`src/rtl/fwft_fifo_pkg.sv`:
```
package fwft_fifo_pkg;

    typedef enum logic {
        MODE_STD  = 1'b0,
        MODE_FWFT = 1'b1
    } rd_mode_e;

    typedef struct packed {
        logic full;
        logic almost_full;
        logic overflow;
    } wr_flags_t;

    typedef struct packed {
        logic empty;
        logic almost_empty;
        logic underflow;
    } rd_flags_t;

    function automatic logic [31:0] bin2gray(input logic [31:0] b);
        return b ^ (b >> 1);
    endfunction

    function automatic logic [31:0] gray2bin(input logic [31:0] g);
        logic [31:0] b;
        b[31] = g[31];
        for (int i = 30; i >= 0; i--) begin
            b[i] = b[i+1] ^ g[i];
        end
        return b;
    endfunction

endpackage

```
`src/rtl/fwft_fifo_ram.sv`:
```
module fwft_fifo_ram #(
    parameter int WIDTH = 16,
    parameter int DEPTH = 16,
    localparam int AW = $clog2(DEPTH)
) (
    input  logic             wr_clk,
    input  logic             we,
    input  logic [AW-1:0]    waddr,
    input  logic [WIDTH-1:0] wdata,
    input  logic             rd_clk,
    input  logic             rst,
    input  logic             re,
    input  logic [AW-1:0]    raddr,
    output logic [WIDTH-1:0] q
);
    logic [WIDTH-1:0] mem [DEPTH];

    always_ff @(posedge wr_clk) begin
        if (we) begin
            mem[waddr] <= wdata;
        end
    end

    always_ff @(posedge rd_clk) begin
        if (rst) begin
            q <= '0;
        end else if (re) begin
            q <= mem[raddr];
        end
    end
endmodule

```
`src/rtl/fwft_fifo_sync.sv`:
```
module fwft_fifo_sync #(
    parameter int W     = 5,
    parameter int ASYNC = 0
) (
    input  logic         clk,
    input  logic         rst,
    input  logic [W-1:0] d,
    output logic [W-1:0] q
);
    generate
        if (ASYNC != 0) begin : g_two_stage
            logic [W-1:0] stage1, stage2;
            always_ff @(posedge clk) begin
                if (rst) begin
                    stage1 <= '0;
                    stage2 <= '0;
                end else begin
                    stage1 <= d;
                    stage2 <= stage1;
                end
            end
            assign q = stage2;
        end else begin : g_pass
            assign q = d;
        end
    endgenerate
endmodule

```
`src/rtl/fwft_fifo_wr.sv`:
```
module fwft_fifo_wr
    import fwft_fifo_pkg::*;
#(
    parameter int DEPTH = 16,
    localparam int AW = $clog2(DEPTH),
    localparam int PW = AW + 1
) (
    input  logic          clk,
    input  logic          rst,
    input  logic          wr_en,
    input  logic [PW-1:0] rd_gray_s,
    input  logic [PW-1:0] af_level,
    output logic          we,
    output logic [AW-1:0] waddr,
    output logic [PW-1:0] wr_gray,
    output wr_flags_t     flags
);
    localparam logic [PW-1:0] FULL_CNT = PW'(DEPTH);

    logic [PW-1:0] wr_bin, wr_bin_n, rd_bin, used;
    logic          ovf_q;

    always_comb begin
        rd_bin            = PW'(gray2bin(32'(rd_gray_s)));
        used              = wr_bin - rd_bin;
        flags.full        = (used == FULL_CNT);
        flags.almost_full = (used >= af_level);
        flags.overflow    = ovf_q;
        we                = wr_en & ~flags.full;
        wr_bin_n          = wr_bin + PW'(we);
        waddr             = wr_bin[AW-1:0];
    end

    always_ff @(posedge clk) begin
        if (rst) begin
            wr_bin  <= '0;
            wr_gray <= '0;
            ovf_q   <= 1'b0;
        end else begin
            wr_bin  <= wr_bin_n;
            wr_gray <= PW'(bin2gray(32'(wr_bin_n)));
            if (wr_en && flags.full) begin
                ovf_q <= 1'b1;
            end
        end
    end

    assert_full_blocks_write_R2: assert property (@(posedge clk) disable iff (rst)
        (wr_en && flags.full) |=> (wr_bin == $past(wr_bin)));
    assert_overflow_sticky_R2: assert property (@(posedge clk) disable iff (rst)
        flags.overflow |=> flags.overflow);
    assert_count_bound_R2: assert property (@(posedge clk) disable iff (rst)
        used <= FULL_CNT);
endmodule

```
`src/rtl/fwft_fifo_rd.sv`:
```
module fwft_fifo_rd
    import fwft_fifo_pkg::*;
#(
    parameter int DEPTH = 16,
    localparam int AW = $clog2(DEPTH),
    localparam int PW = AW + 1
) (
    input  logic          clk,
    input  logic          rst,
    input  logic          rd_en,
    input  logic          fwft_mode,
    input  logic [PW-1:0] wr_gray_s,
    input  logic [PW-1:0] ae_level,
    output logic          re,
    output logic [AW-1:0] raddr,
    output logic [PW-1:0] rd_gray,
    output logic          rd_valid,
    output rd_flags_t     flags
);
    rd_mode_e      mode;
    logic [PW-1:0] rd_bin, rd_bin_n, wr_bin, stored, visible;
    logic          mem_empty, valid_q, valid_n, unf_q, underrun;

    always_comb begin
        mode      = rd_mode_e'(fwft_mode);
        wr_bin    = PW'(gray2bin(32'(wr_gray_s)));
        stored    = wr_bin - rd_bin;
        mem_empty = (stored == '0);
        case (mode)
            MODE_FWFT: begin
                re          = ~mem_empty & (~valid_q | rd_en);
                valid_n     = re | (valid_q & ~rd_en);
                underrun    = rd_en & ~valid_q;
                flags.empty = ~valid_q;
                visible     = stored + PW'(valid_q);
            end
            default: begin
                re          = rd_en & ~mem_empty;
                valid_n     = re;
                underrun    = rd_en & mem_empty;
                flags.empty = mem_empty;
                visible     = stored;
            end
        endcase
        flags.almost_empty = (visible <= ae_level);
        flags.underflow    = unf_q;
        rd_bin_n           = rd_bin + PW'(re);
        raddr              = rd_bin[AW-1:0];
        rd_valid           = valid_q;
    end

    always_ff @(posedge clk) begin
        if (rst) begin
            rd_bin  <= '0;
            rd_gray <= '0;
            valid_q <= 1'b0;
            unf_q   <= 1'b0;
        end else begin
            rd_bin  <= rd_bin_n;
            rd_gray <= PW'(bin2gray(32'(rd_bin_n)));
            valid_q <= valid_n;
            if (underrun) begin
                unf_q <= 1'b1;
            end
        end
    end

    assert_no_underflow_R4: assert property (@(posedge clk) disable iff (rst)
        (rd_en && mem_empty) |=> (rd_bin == $past(rd_bin)));
    assert_underflow_sticky_R4: assert property (@(posedge clk) disable iff (rst)
        flags.underflow |=> flags.underflow);
    assert_fwft_valid_hold_R6: assert property (@(posedge clk) disable iff (rst)
        (mode == MODE_FWFT && valid_q && !rd_en) |=> valid_q);
endmodule

```
`src/rtl/fwft_fifo.sv`:
```
module fwft_fifo
    import fwft_fifo_pkg::*;
#(
    parameter int WIDTH = 16,
    parameter int DEPTH = 16,
    parameter int ASYNC = 0
) (
    input  logic                     wr_clk,
    input  logic                     rd_clk,
    input  logic                     rst,
    input  logic                     fwft_mode,
    input  logic                     wr_en,
    input  logic [WIDTH-1:0]         wr_data,
    input  logic [$clog2(DEPTH):0]   af_level,
    output logic                     full,
    output logic                     almost_full,
    output logic                     overflow,
    input  logic                     rd_en,
    input  logic [$clog2(DEPTH):0]   ae_level,
    output logic [WIDTH-1:0]         rd_data,
    output logic                     rd_valid,
    output logic                     empty,
    output logic                     almost_empty,
    output logic                     underflow
);
    localparam int AW = $clog2(DEPTH);
    localparam int PW = AW + 1;

    logic          rd_clk_i;
    logic          we, re;
    logic [AW-1:0] waddr, raddr;
    logic [PW-1:0] wr_gray, rd_gray, wr_gray_s, rd_gray_s;
    wr_flags_t     wflags;
    rd_flags_t     rflags;

    assign rd_clk_i = (ASYNC != 0) ? rd_clk : wr_clk;

    fwft_fifo_sync #(.W(PW), .ASYNC(ASYNC)) u_rd2wr (
        .clk(wr_clk), .rst(rst), .d(rd_gray), .q(rd_gray_s)
    );
    fwft_fifo_sync #(.W(PW), .ASYNC(ASYNC)) u_wr2rd (
        .clk(rd_clk_i), .rst(rst), .d(wr_gray), .q(wr_gray_s)
    );

    fwft_fifo_wr #(.DEPTH(DEPTH)) u_wr (
        .clk(wr_clk), .rst(rst), .wr_en(wr_en), .rd_gray_s(rd_gray_s),
        .af_level(af_level), .we(we), .waddr(waddr), .wr_gray(wr_gray),
        .flags(wflags)
    );

    fwft_fifo_rd #(.DEPTH(DEPTH)) u_rd (
        .clk(rd_clk_i), .rst(rst), .rd_en(rd_en), .fwft_mode(fwft_mode),
        .wr_gray_s(wr_gray_s), .ae_level(ae_level), .re(re), .raddr(raddr),
        .rd_gray(rd_gray), .rd_valid(rd_valid), .flags(rflags)
    );

    fwft_fifo_ram #(.WIDTH(WIDTH), .DEPTH(DEPTH)) u_ram (
        .wr_clk(wr_clk), .we(we), .waddr(waddr), .wdata(wr_data),
        .rd_clk(rd_clk_i), .rst(rst), .re(re), .raddr(raddr), .q(rd_data)
    );

    assign full         = wflags.full;
    assign almost_full  = wflags.almost_full;
    assign overflow     = wflags.overflow;
    assign empty        = rflags.empty;
    assign almost_empty = rflags.almost_empty;
    assign underflow    = rflags.underflow;

    assert_fwft_data_hold_R6: assert property (@(posedge rd_clk_i) disable iff (rst)
        (fwft_mode && rd_valid && !rd_en) |=> $stable(rd_data));
    assert_valid_not_empty_R5: assert property (@(posedge rd_clk_i) disable iff (rst)
        (fwft_mode && rd_valid) |-> !empty);
endmodule

```
`config.mk`:
```
export PLATFORM = sky130hd
export DESIGN_NAME = fwft_fifo
export DESIGN_NICKNAME = d
export VERILOG_FILES = /design/src/rtl/fwft_fifo_pkg.sv /design/src/rtl/fwft_fifo_ram.sv /design/src/rtl/fwft_fifo_sync.sv /design/src/rtl/fwft_fifo_wr.sv /design/src/rtl/fwft_fifo_rd.sv /design/src/rtl/fwft_fifo.sv
export SDC_FILE = /design/constraint.sdc
export NUM_CORES = 1
export LEC_CHECK = 0
export CORE_ASPECT_RATIO = 0.5
export CORE_MARGIN = 5
export CORE_UTILIZATION = 50
export DETAILED_ROUTE_END_ITERATION = 8
export GPL_TIMING_DRIVEN = 0
export HOLD_SLACK_MARGIN = 0.1
export PLACE_DENSITY = 0.76
export REMOVE_ABC_BUFFERS = 1
export SLEW_MARGIN = 30
export SYNTH_ARGS = -nofsm -noshare
export SYNTH_HDL_FRONTEND = slang
export SYNTH_SLANG_ARGS = --single-unit
```
`constraint.sdc`:
```
create_clock -name wr_clk -period 7.8 [get_ports wr_clk]
set_input_delay 1.56 -clock wr_clk [delete_from_list [all_inputs] [get_ports wr_clk]]
set_output_delay 1.56 -clock wr_clk [all_outputs]
set_load 0.01 [all_outputs]
```
==> summary.txt, run 1 <==
Global routing
  – First-pass GRT wire length: 37,620 µm
  – Gr ovfl total: 0
  – GRT Total Usage: 17.51%
  – Largest net degree at the start of global routing: 55
  – Vias in the first global route: 6,511
  – Initial antenna violation count: 0

Yosys
  – Post-Synth Adder-Cell Area: 2.808%
  – Post-Synthesis Cells: 675
  – Area fraction in compound gates after synthesis: 4.387%
  – Area leader, netlist: edfxtp_1
  – Largest family of logic cells by synthesized area: multiplexers
  – Xor/xnor share of the synthesized area: 2.374%
  – Synth Area in Simple Gates: 5.069%
  – Post-synthesis cell area: 12,120 µm²
  – Mux cell area share after synthesis: 13.75%
  – Average cell area after synthesis: 17.96 µm²
  – Post-synthesis sequential area ratio: 69.54%
  – Yosys reg bits: 293
  – Top cell type's share of synthesized area: 63.43%
  – Unique masters post-synth: 41
  – Top post-synthesis cells by area: edfxtp_1 63%, mux4_2 12%, dfxtp_1 6.1%
  – Synthesis warning total: 0

Placed design
  – Detail Placement HPWL: 14,720 µm
  – Area after DPL: 13,240 µm²
  – Inst Count DP: 1,036
  – Port buffer count: 53
  – Gpl congestion: 0.7620

Min path
  – Hold Path Depth: 1
  – Worst Hold Class: reg -> reg
  – WHS Endpoint: u_wr.ovf_q
  – HP Start: u_wr.ovf_q

Power
  – Pwr dens: 330.4 nW/µm²
  – Clock power frac: 27.7%
  – Pint: 3.331 mW
  – Logic pwr share: 31.2%
  – Sequential fraction of design power: 41.2%
  – P_sw: 1.330 mW
  – LEAKAGE: 4.699 nW
  – Peak supply drop: 0.0001457 V
  – Switching Share: 28.54%

Cells and area
  – Fillcell total: 1,685
  – Ant diodes: 0
  – Fin nets: 807
  – Non-Filler Cell Area, Final: 14,110 µm²
  – Commonest non-fill, non-tap cell in the layout: edfxtp_1
  – Layout cells sized above 1: 22.63%
  – Commonest non-fill, non-tap cells in the layout: 256 x edfxtp_1, 64 x mux4_2, 52 x clkdlybuf4s50_1, 35 x dfxtp_1, 32 x a22oi_1
  – Area grow syn2layout: 16.41%
  – Post-route insts no fill: 1,084

CTS
  – Cts hold-fix bufs: 0
  – CTS resizes: 0
  – Clock latency on the worst-skew pair: 0.54 ns
  – H-Tree Depth: 1
  – TritonCTS Buffers: 26
  – TritonCTS clock tree: built
  – Post-CTS Setup Bufs: 0
  – CTS clk-pin slew, worst paths: 0.07 ns
  – TritonCTS Sinks: 293
  – CTS root buf: clkbuf_16
  – CTS Buffer Depth: 3

Floorplanning
  – Die Y-Extent: 120.1 µm
  – I/O Pins: 55
  – Die X: 230.2 µm
  – Core Area: 23,920 µm²
  – Starting Density: 50.66%
  – Site Rows: 40
  – Die area: 27,640 µm²

Timing
  – Worst-margin pin slew: 0.7652 ns
  – RSZ-0062 raised after global routing: false
  – Slew Limit Headroom: 48.99%
  – Setup TNS: 0 ns
  – Fmax: 153.4 MHz
  – Final Hold Vio Count: 0
  – Setup Viol. Count Final: 0
  – Worst Skew: 0.01697 ns
  – Part of the cycle the worst path needs: 83.55%
  – Max-slew violation count: 0
  – Fin crit period: 6.517 ns

Setup path
  – Bufs and invs on worst path: 2
  – R2r worst-path depth: 18
  – CP max stage delay: 0.56 ns
  – Worst Path Required: 6.24 ns
  – Worst R2R Start: u_wr.wr_bin[4]
  – Worst reg2reg setup slack: 2.93 ns
  – Critical path launch point type: flip-flop
  – Crit Path Max Fanout: 4
  – Slowest CP cell: fa_1
  – Critical Path AT: 4.96 ns
  – Worst setup path class: reg -> out
  – Crit-path cells: xor2_1, xnor2_1, xor2_1, xor2_1, ha_1, fa_1, inv_1, ha_1, mux2_2, ha_1, nor2b_1, o21a_1, o21a_1, o21a_1, o22ai_1, clkdlybuf4s50_1
  – Critical path's top delay family: adder cells
  – Crit end category: output pin
  – Worst r2r dst: u_rd.rd_gray[3]

Routing
  – Drt pass-1 iters: 6
  – Initial detailed-routing violation count: 643
  – Via count: 6,402
  – WL final: 23,980 µm
  – Via-per-instance ratio: 5.906
  – Routed Antenna Nets: 0
  – DRC viols: 0
  – Wirelength per Cell: 22.12 µm

Run
  – Max-Cap Viols: 0

Run status
  – Status: finished, final reports clean
==> sequential cells by signal, summed over array words and instances (netlist names) <==
name / flops
u_wr.ovf_q: 1
u_rd.rd_valid: 1
u_wr.wr_bin: 5
u_wr.wr_gray: 4
u_ram.mem: 256
u_rd.rd_bin: 5
u_rd.unf_q: 1
u_ram.q: 16
u_rd.rd_gray: 4
==> routing by layer <==
layer / vias to the layer above / GRT usage (%) / wire length, µm
met5: - / 0 / 0
li1: 2814 / - / -
met3: 39 / 3.050 / 1697
met4: 0 / 4.364 / 436
met1: 3313 / 26.40 / 10780
met2: 236 / 26.92 / 11070
==> cell usage after synthesis <==
master,instances
a21oi_1,24
and3_2,1
xor2_1,17
edfxtp_1,256
and4b_1,8
or4_1,1
buf_12,1
mux2_4,9
ha_1,24
xor2_2,1
fa_1,2
dfxtp_1,37
nor2_1,32
a2111oi_0,1
a21o_1,4
mux4_2,64
o21ai_0,5
nand2b_1,4
mux2_2,8
o21a_1,4
buf_2,8
clkbuf_1,20
nand3_1,13
or2b_1,1
xnor2_1,14
buf_1,3
o22ai_1,1
o32ai_4,1
or3_1,1
nand2_1,5
inv_1,26
a2111oi_4,1
buf_4,1
nor2b_1,28
a22o_1,1
a22oi_1,32
nor3_1,2
a211oi_1,1
nand4_1,2
nor3b_1,8
and2_1,3
==> worst max-delay path by stage <==
| stage | start | endpoint | slack (ns) | cells after the start |
|---|---|---|---|---|
| finish | u_wr.wr_bin[4] | almost_empty | 1.28 | 16 |
| global route | u_wr.wr_bin[4] | almost_empty | 1.06 | 16 |
| CTS | u_wr.wr_bin[4] | almost_empty | 1.25 | 16 |
| detailed placement | u_wr.wr_bin[4] | almost_empty | 1.86 | 16 |
| global placement | u_rd.rd_bin[0] | almost_empty | -0.68 | 12 |
| floorplan | u_rd.rd_bin[0] | almost_empty | 0.96 | 11 |
==> final cells by class <==
type / count / area, µm² / area share, %
Clock buffer: 39 / 759.5 / 5.383
Clock inverter: 9 / 115.1 / 0.8158
Inverter: 26 / 97.59 / 0.6917
Multi-Input combinational cell: 323 / 3506 / 24.85
Sequential cell: 293 / 8436 / 59.79
Tap cell: 315 / 394.1 / 2.793
Timing Repair Buffer: 79 / 802.0 / 5.684
==> power by group through the flow <==
stage               clock (mW)  sequential, mW  combinational [mW]
floorplan                    0            2.00               0.971
global placement             0            2.05                1.32
detailed placement           0            1.95                1.46
CTS                       1.31            1.92                1.48
global route              1.37            1.93                1.60
finish                    1.29            1.92                1.45
==> through the flow <==
stage	total power [mW]	setup slack [ns]	hold slack, ns	util, %
2_1_floorplan	2.975	0.9631	0.5222	-
3_3_place_gp	3.368	-0.6773	0.4656	53.89
3_5_place_dp	3.411	1.860	0.4723	55.32
4_1_cts	4.701	1.247	0.4877	58.98
5_1_grt	4.910	1.059	0.5054	58.98
6_report	4.661	1.283	0.4871	58.98
==> cells by family after synthesis <==
family / after synthesis
DFF: 293
and+or+nand+nor: 109
muxes: 81
AOI/OAI and AO/OA: 75
buffers and inverters: 59
xor gates and xnor gates: 32
adders and majority gates: 26
No activity file was read; power rests on OpenSTA's default activity.
==> inputs of run 2 (changes only) <==
Clock period 7.8 ns to 6.35 ns, I/O delays scaled along.
==> summary.txt, run 2 (synthesis gave the netlist of run 1 again) <==
Run status
  – Status: finished, final reports clean

Power
  – Pwr dens: 405.4 nW/µm²
  – Logic pwr share: 31.2%
  – Switching Share: 28.54%
  – Pint: 4.092 mW
  – Peak supply drop: 0.0001789 V
  – Clock power frac: 27.7%
  – Sequential fraction of design power: 41.2%
  – Tot Pwr: 5.727 mW
  – LEAKAGE: 4.700 nW
  – P_sw: 1.634 mW

Floorplanning
  – Die Y-Extent: 120.1 µm
  – Core Area: 23,920 µm²
  – Die X: 230.2 µm
  – Starting Density: 50.66%
  – Site Rows: 40
  – I/O Pins: 55
  – Die area: 27,640 µm²

CTS
  – CTS clk-pin slew, worst paths: 0.07 ns
  – CTS root buf: clkbuf_16
  – TritonCTS Sinks: 293
  – TritonCTS Buffers: 26
  – Clock latency on the worst-skew pair: 0.54 ns
  – H-Tree Depth: 1
  – TritonCTS clock tree: built
  – CTS Buffer Depth: 3
  – Post-CTS Setup Bufs: 0
  – Cts hold-fix bufs: 0

Routing
  – Wirelength per Cell: 22.14 µm
  – DRC viols: 0
  – Via count: 6,389
  – Via-per-instance ratio: 5.894
  – Initial detailed-routing violation count: 618
  – WL final: 24,000 µm
  – Drt pass-1 iters: 6
  – Routed Antenna Nets: 0

Cells and area
  – Commonest non-fill, non-tap cell in the layout: edfxtp_1
  – Post-route insts no fill: 1,084
  – Ant diodes: 0
  – Area grow syn2layout: 16.54%
  – Layout cells sized above 1: 22.89%
  – Max FFs per register: 256
  – Area of the multi-input gates: 3521 µm²
  – Largest reg by FF count: u_ram.mem
  – Commonest non-fill, non-tap cells in the layout: 256 x edfxtp_1, 64 x mux4_2, 52 x clkdlybuf4s50_1, 35 x dfxtp_1, 32 x a22oi_1
  – Fillcell total: 1,683
  – Register area: 8436 µm²
  – Fin nets: 807
  – Largest registers: u_ram.mem x256, u_ram.q x16

Placed design
  – Port buffer count: 53
  – Post-place setup slack: 0.7001 ns
  – Inst Count DP: 1,036
  – Gpl congestion: 0.7620
  – Detail Placement HPWL: 14,720 µm

Setup path
  – Slowest CP cell: fa_1
  – Critical Path AT: 4.84 ns
  – Crit end category: output pin
  – R2r worst-path depth: 18
  – Crit Path Max Fanout: 4
  – Worst reg2reg setup slack: 1.60 ns
  – CP max stage delay: 0.56 ns
  – Crit path to: almost_empty
  – Worst R2R Start: u_wr.wr_bin[4]
  – Critical path launch point type: flip-flop
  – Worst r2r dst: u_rd.rd_gray[3]
  – Crit path from: u_wr.wr_bin[4]
  – Worst setup path class: reg -> out
  – Worst Path Required: 5.08 ns
  – Crit-path cells: xor2_2, xnor2_1, xor2_2, xor2_1, ha_1, fa_1, inv_1, ha_1, mux2_2, ha_1, nor2b_1, o21a_1, o21a_1, o21a_1, o22ai_1, clkdlybuf4s50_1
  – Critical path's top delay family: adder cells
  – Crit path depth: 16
  – Bufs and invs on worst path: 2

Timing
  – Fmax: 163.8 MHz
  – Worst Skew: 0.01655 ns
  – Setup ws final: 0.2439 ns
  – Setup Viol. Count Final: 0
  – Part of the cycle the worst path needs: 96.16%
  – RSZ-0062 raised after global routing: false
  – Max-slew violation count: 0
  – Fin crit period: 6.106 ns
  – Final Hold Vio Count: 0
  – Fin Hold WS: 0.4871 ns
  – Slew Limit Headroom: 49.02%
  – Worst-margin pin slew: 0.7646 ns

Global routing
  – GRT Total Usage: 17.51%
  – First-pass GRT wire length: 37,620 µm
  – Vias in the first global route: 6,511
  – Gr ovfl total: 0
  – Largest net degree at the start of global routing: 55
  – Initial antenna violation count: 0

Min path
  – Worst Hold Class: reg -> reg

Run
  – Max-Cap Viols: 0
==> run 2: cell count changes in the layout (fill, tap and decap cells not counted) <==
cell / before / now
xor2_1: 17 / 15
xor2_2: 1 / 3
==> run 2: repair_timing <==
action / in CTS / in global routing
endpoints found under the hold margin: 0 / 0
resized for setup: 0 / 2
setup endpoints to repair: 0 / 1
==> run 2: final cells by class <==
class                      instances  area share, %
sequential                       293          59.72
multi-input combinational        323          24.93
timing repair buffer              79          5.678
clock buffer                      39          5.377
tap                              315          2.790
clock inverter                     9         0.8149
inverter                          26         0.6909
==> run 2: power by group through the flow <==
| stage | Sequential (mW) | Clock [mW] | Combinational, mW |
|---|---|---|---|
| global placement | 2.52 | 0 | 1.62 |
| detailed placement | 2.40 | 0 | 1.79 |
| CTS | 2.36 | 1.60 | 1.81 |
| global route | 2.38 | 1.69 | 1.97 |
| floorplan | 2.46 | 0 | 1.19 |
| finish | 2.36 | 1.58 | 1.78 |
==> run 2: metal layers <==
metal / vias to the layer above / global-route usage [%] / share of wire, %
li1: 2811 / - / -
met1: 3292 / 26.40 / 45
met2: 245 / 26.92 / 46
met3: 41 / 3.050 / 7.3
met4: 0 / 4.364 / 1.8
met5: - / 0 / 0
==> run 2: worst min-delay path by stage <==
stage	from	to	slack, ns	cells after the start
after floorplan	u_wr.ovf_q	u_wr.ovf_q	0.52	1
after global placement	u_wr.ovf_q	u_wr.ovf_q	0.47	1
after detailed placement	u_wr.ovf_q	u_wr.ovf_q	0.47	1
after CTS	u_wr.ovf_q	u_wr.ovf_q	0.49	1
after global routing	u_wr.ovf_q	u_wr.ovf_q	0.51	1
final	u_wr.ovf_q	u_wr.ovf_q	0.49	1
==> run 2: stage by stage <==
stage | area [µm²] | util (%) | setup TNS (ns)
finish | 14120 | 59.04 | 0
global route | 14120 | 59.04 | 0
CTS | 14110 | 58.98 | 0
detailed placement | 13240 | 55.32 | 0
floorplan | 11970 | - | -0.1969
global placement | 12890 | 53.89 | -14.70
==> inputs of run 3 (changes only) <==
Settings changed: PLACE_DENSITY 0.76 to 0.69.
==> summary.txt, run 3 (synthesis gave the netlist of run 1 again) <==
Timing
  – Setup TNS: 0 ns
  – Final Hold Vio Count: 0
  – Max-slew violation count: 0
  – Worst-margin pin slew: 0.7671 ns
  – Setup ws final: 0.3703 ns
  – Fin Hold WS: 0.4925 ns
  – Slew Limit Headroom: 48.64%
  – Fmax: 167.2 MHz
  – Part of the cycle the worst path needs: 94.17%
  – Fin crit period: 5.980 ns
  – Worst Skew: 0.01355 ns
  – Setup Viol. Count Final: 0
  – RSZ-0062 raised after global routing: false

CTS
  – Clock latency on the worst-skew pair: 0.52 ns
  – TritonCTS Sinks: 293
  – CTS clk-pin slew, worst paths: 0.06 ns
  – CTS Buffer Depth: 3
  – CTS root buf: clkbuf_16
  – TritonCTS Buffers: 26
  – Cts hold-fix bufs: 0
  – H-Tree Depth: 1
  – TritonCTS clock tree: built

Placed design
  – Detail Placement HPWL: 15,060 µm
  – Port buffer count: 53
  – Gpl congestion: 0.7113
  – Post-place setup slack: 0.7614 ns

Routing
  – Drt pass-1 iters: 5
  – Routed Antenna Nets: 0
  – Via count: 6,323
  – Via-per-instance ratio: 5.838
  – DRC viols: 0
  – Wirelength per Cell: 22.86 µm
  – WL final: 24,750 µm
  – Initial detailed-routing violation count: 547

Setup path
  – Critical path launch point type: flip-flop
  – Worst setup path class: reg -> out
  – Worst reg2reg setup slack: 1.97 ns
  – Worst R2R Start: u_wr.wr_bin[4]
  – Crit Path Max Fanout: 4
  – Critical Path AT: 4.71 ns
  – Worst r2r dst: u_rd.rd_gray[3]
  – Crit end category: output pin
  – R2r worst-path depth: 20
  – Worst Path Required: 5.08 ns

Power
  – P_sw: 1.637 mW
  – Pwr dens: 406.9 nW/µm²
  – Switching Share: 28.55%
  – Peak supply drop: 0.0002383 V
  – Clock power frac: 27.8%
  – Logic pwr share: 30.9%
  – Sequential fraction of design power: 41.3%
  – Pint: 4.095 mW
  – LEAKAGE: 4.684 nW

Cells and area
  – Fin nets: 806
  – Commonest non-fill, non-tap cell in the layout: edfxtp_1
  – Commonest non-fill, non-tap cells in the layout: 256 x edfxtp_1, 64 x mux4_2, 52 x clkdlybuf4s50_1, 34 x dfxtp_1, 32 x a22oi_1
  – Largest registers: u_ram.mem x256, u_ram.q x16
  – Largest reg by FF count: u_ram.mem
  – Max FFs per register: 256
  – Ant diodes: 0
  – Area grow syn2layout: 16.21%
  – Layout cells sized above 1: 22.40%

Floorplanning
  – Starting Density: 50.66%
  – Die X: 230.2 µm
  – Die area: 27,640 µm²
  – Die Y-Extent: 120.1 µm
  – I/O Pins: 55
  – Site Rows: 40
  – Core Area: 23,920 µm²

Min path
  – Hold Path Depth: 1
  – WHS Endpoint: u_wr.ovf_q
  – HP Start: u_wr.ovf_q
  – Worst Hold Class: reg -> reg

Global routing
  – GRT Total Usage: 18.08%
  – First-pass GRT wire length: 38,260 µm
  – Vias in the first global route: 6,368
  – Gr ovfl total: 0
  – Initial antenna violation count: 0
  – Largest net degree at the start of global routing: 55

Run
  – Max-Cap Viols: 0

Run status
  – Status: finished, final reports clean
==> run 3: cell count changes in the layout (fill, tap and decap cells not counted), moves of 2 or more <==
cell      delta
buf_12       +2
buf_16       -2
clkbuf_8     -3
clkinv_1     +3
clkinv_2     +2
nor2_2       -3
nor2_4       +3
xor2_1       +2
xor2_2       -2
==> run 3: critical path, stage by stage (launching register included) <==
cell and delay [ns]:
dfxtp_2 0.40, xor2_1 0.24, xnor2_1 0.19, xor2_1 0.30
xor2_1 0.11, ha_1 0.22, fa_1 0.55, inv_1 0.07
ha_1 0.27, mux2_2 0.28, ha_1 0.28, nor2b_1 0.13
o21a_1 0.16, o21a_1 0.16, o21a_1 0.16, o22ai_1 0.11
clkdlybuf4s50_1 0.56
==> run 3: area by class of cell <==
type	instances	area, µm²
clock inverters	13	152.6
flip-flops and latches	293	8437
multi-input cells	323	3521
inverters	26	97.59
well taps	315	394.1
repair buffers	78	768.2
fillers	1737	9838
clock buffers	35	714.4
==> run 3: worst max-delay path by stage <==
stage                   start  slack, ns           end
3_5_place_dp   u_wr.wr_bin[4]       0.76  almost_empty
4_1_cts        u_wr.wr_bin[4]       0.18  almost_empty
3_3_place_gp   u_rd.rd_bin[0]      -1.88  almost_empty
5_1_grt        u_wr.wr_bin[4]       0.07  almost_empty
6_report       u_wr.wr_bin[4]       0.37  almost_empty
2_1_floorplan  u_rd.rd_bin[0]      -0.20  almost_empty
==> run 3: power groups by stage <==
stage          Clock (mW)  Combinational (mW)  Sequential [mW]
6_report             1.59                1.77             2.37
5_1_grt              1.71                1.95             2.39
4_1_cts              1.62                1.80             2.37
3_5_place_dp            0                1.79             2.41
3_3_place_gp            0                1.64             2.52
2_1_floorplan           0                1.19             2.46
==> run 3: timing repair <==
action / in CTS / in global routing
setup buffers: 0 / 1
setup endpoints to repair: 0 / 1
gates resized for setup: 0 / 1
==> run 3: stage by stage <==
step,total power [mW],util (%),instance area (µm²),instances
after floorplan,3.654,-,11970,642
after global placement,4.167,53.89,12890,1010
after detailed placement,4.199,55.21,13210,1034
after CTS,5.787,58.84,14080,1082
after global routing,6.052,58.88,14080,1083
final,5.731,58.88,14080,1083
==> run 3: metal layers <==
metal	share of wire, %	global-route usage (%)
met2	47	28.64
met4	1.7	3.506
met1	44	26.62
met3	7.4	3.546
met5	0	0
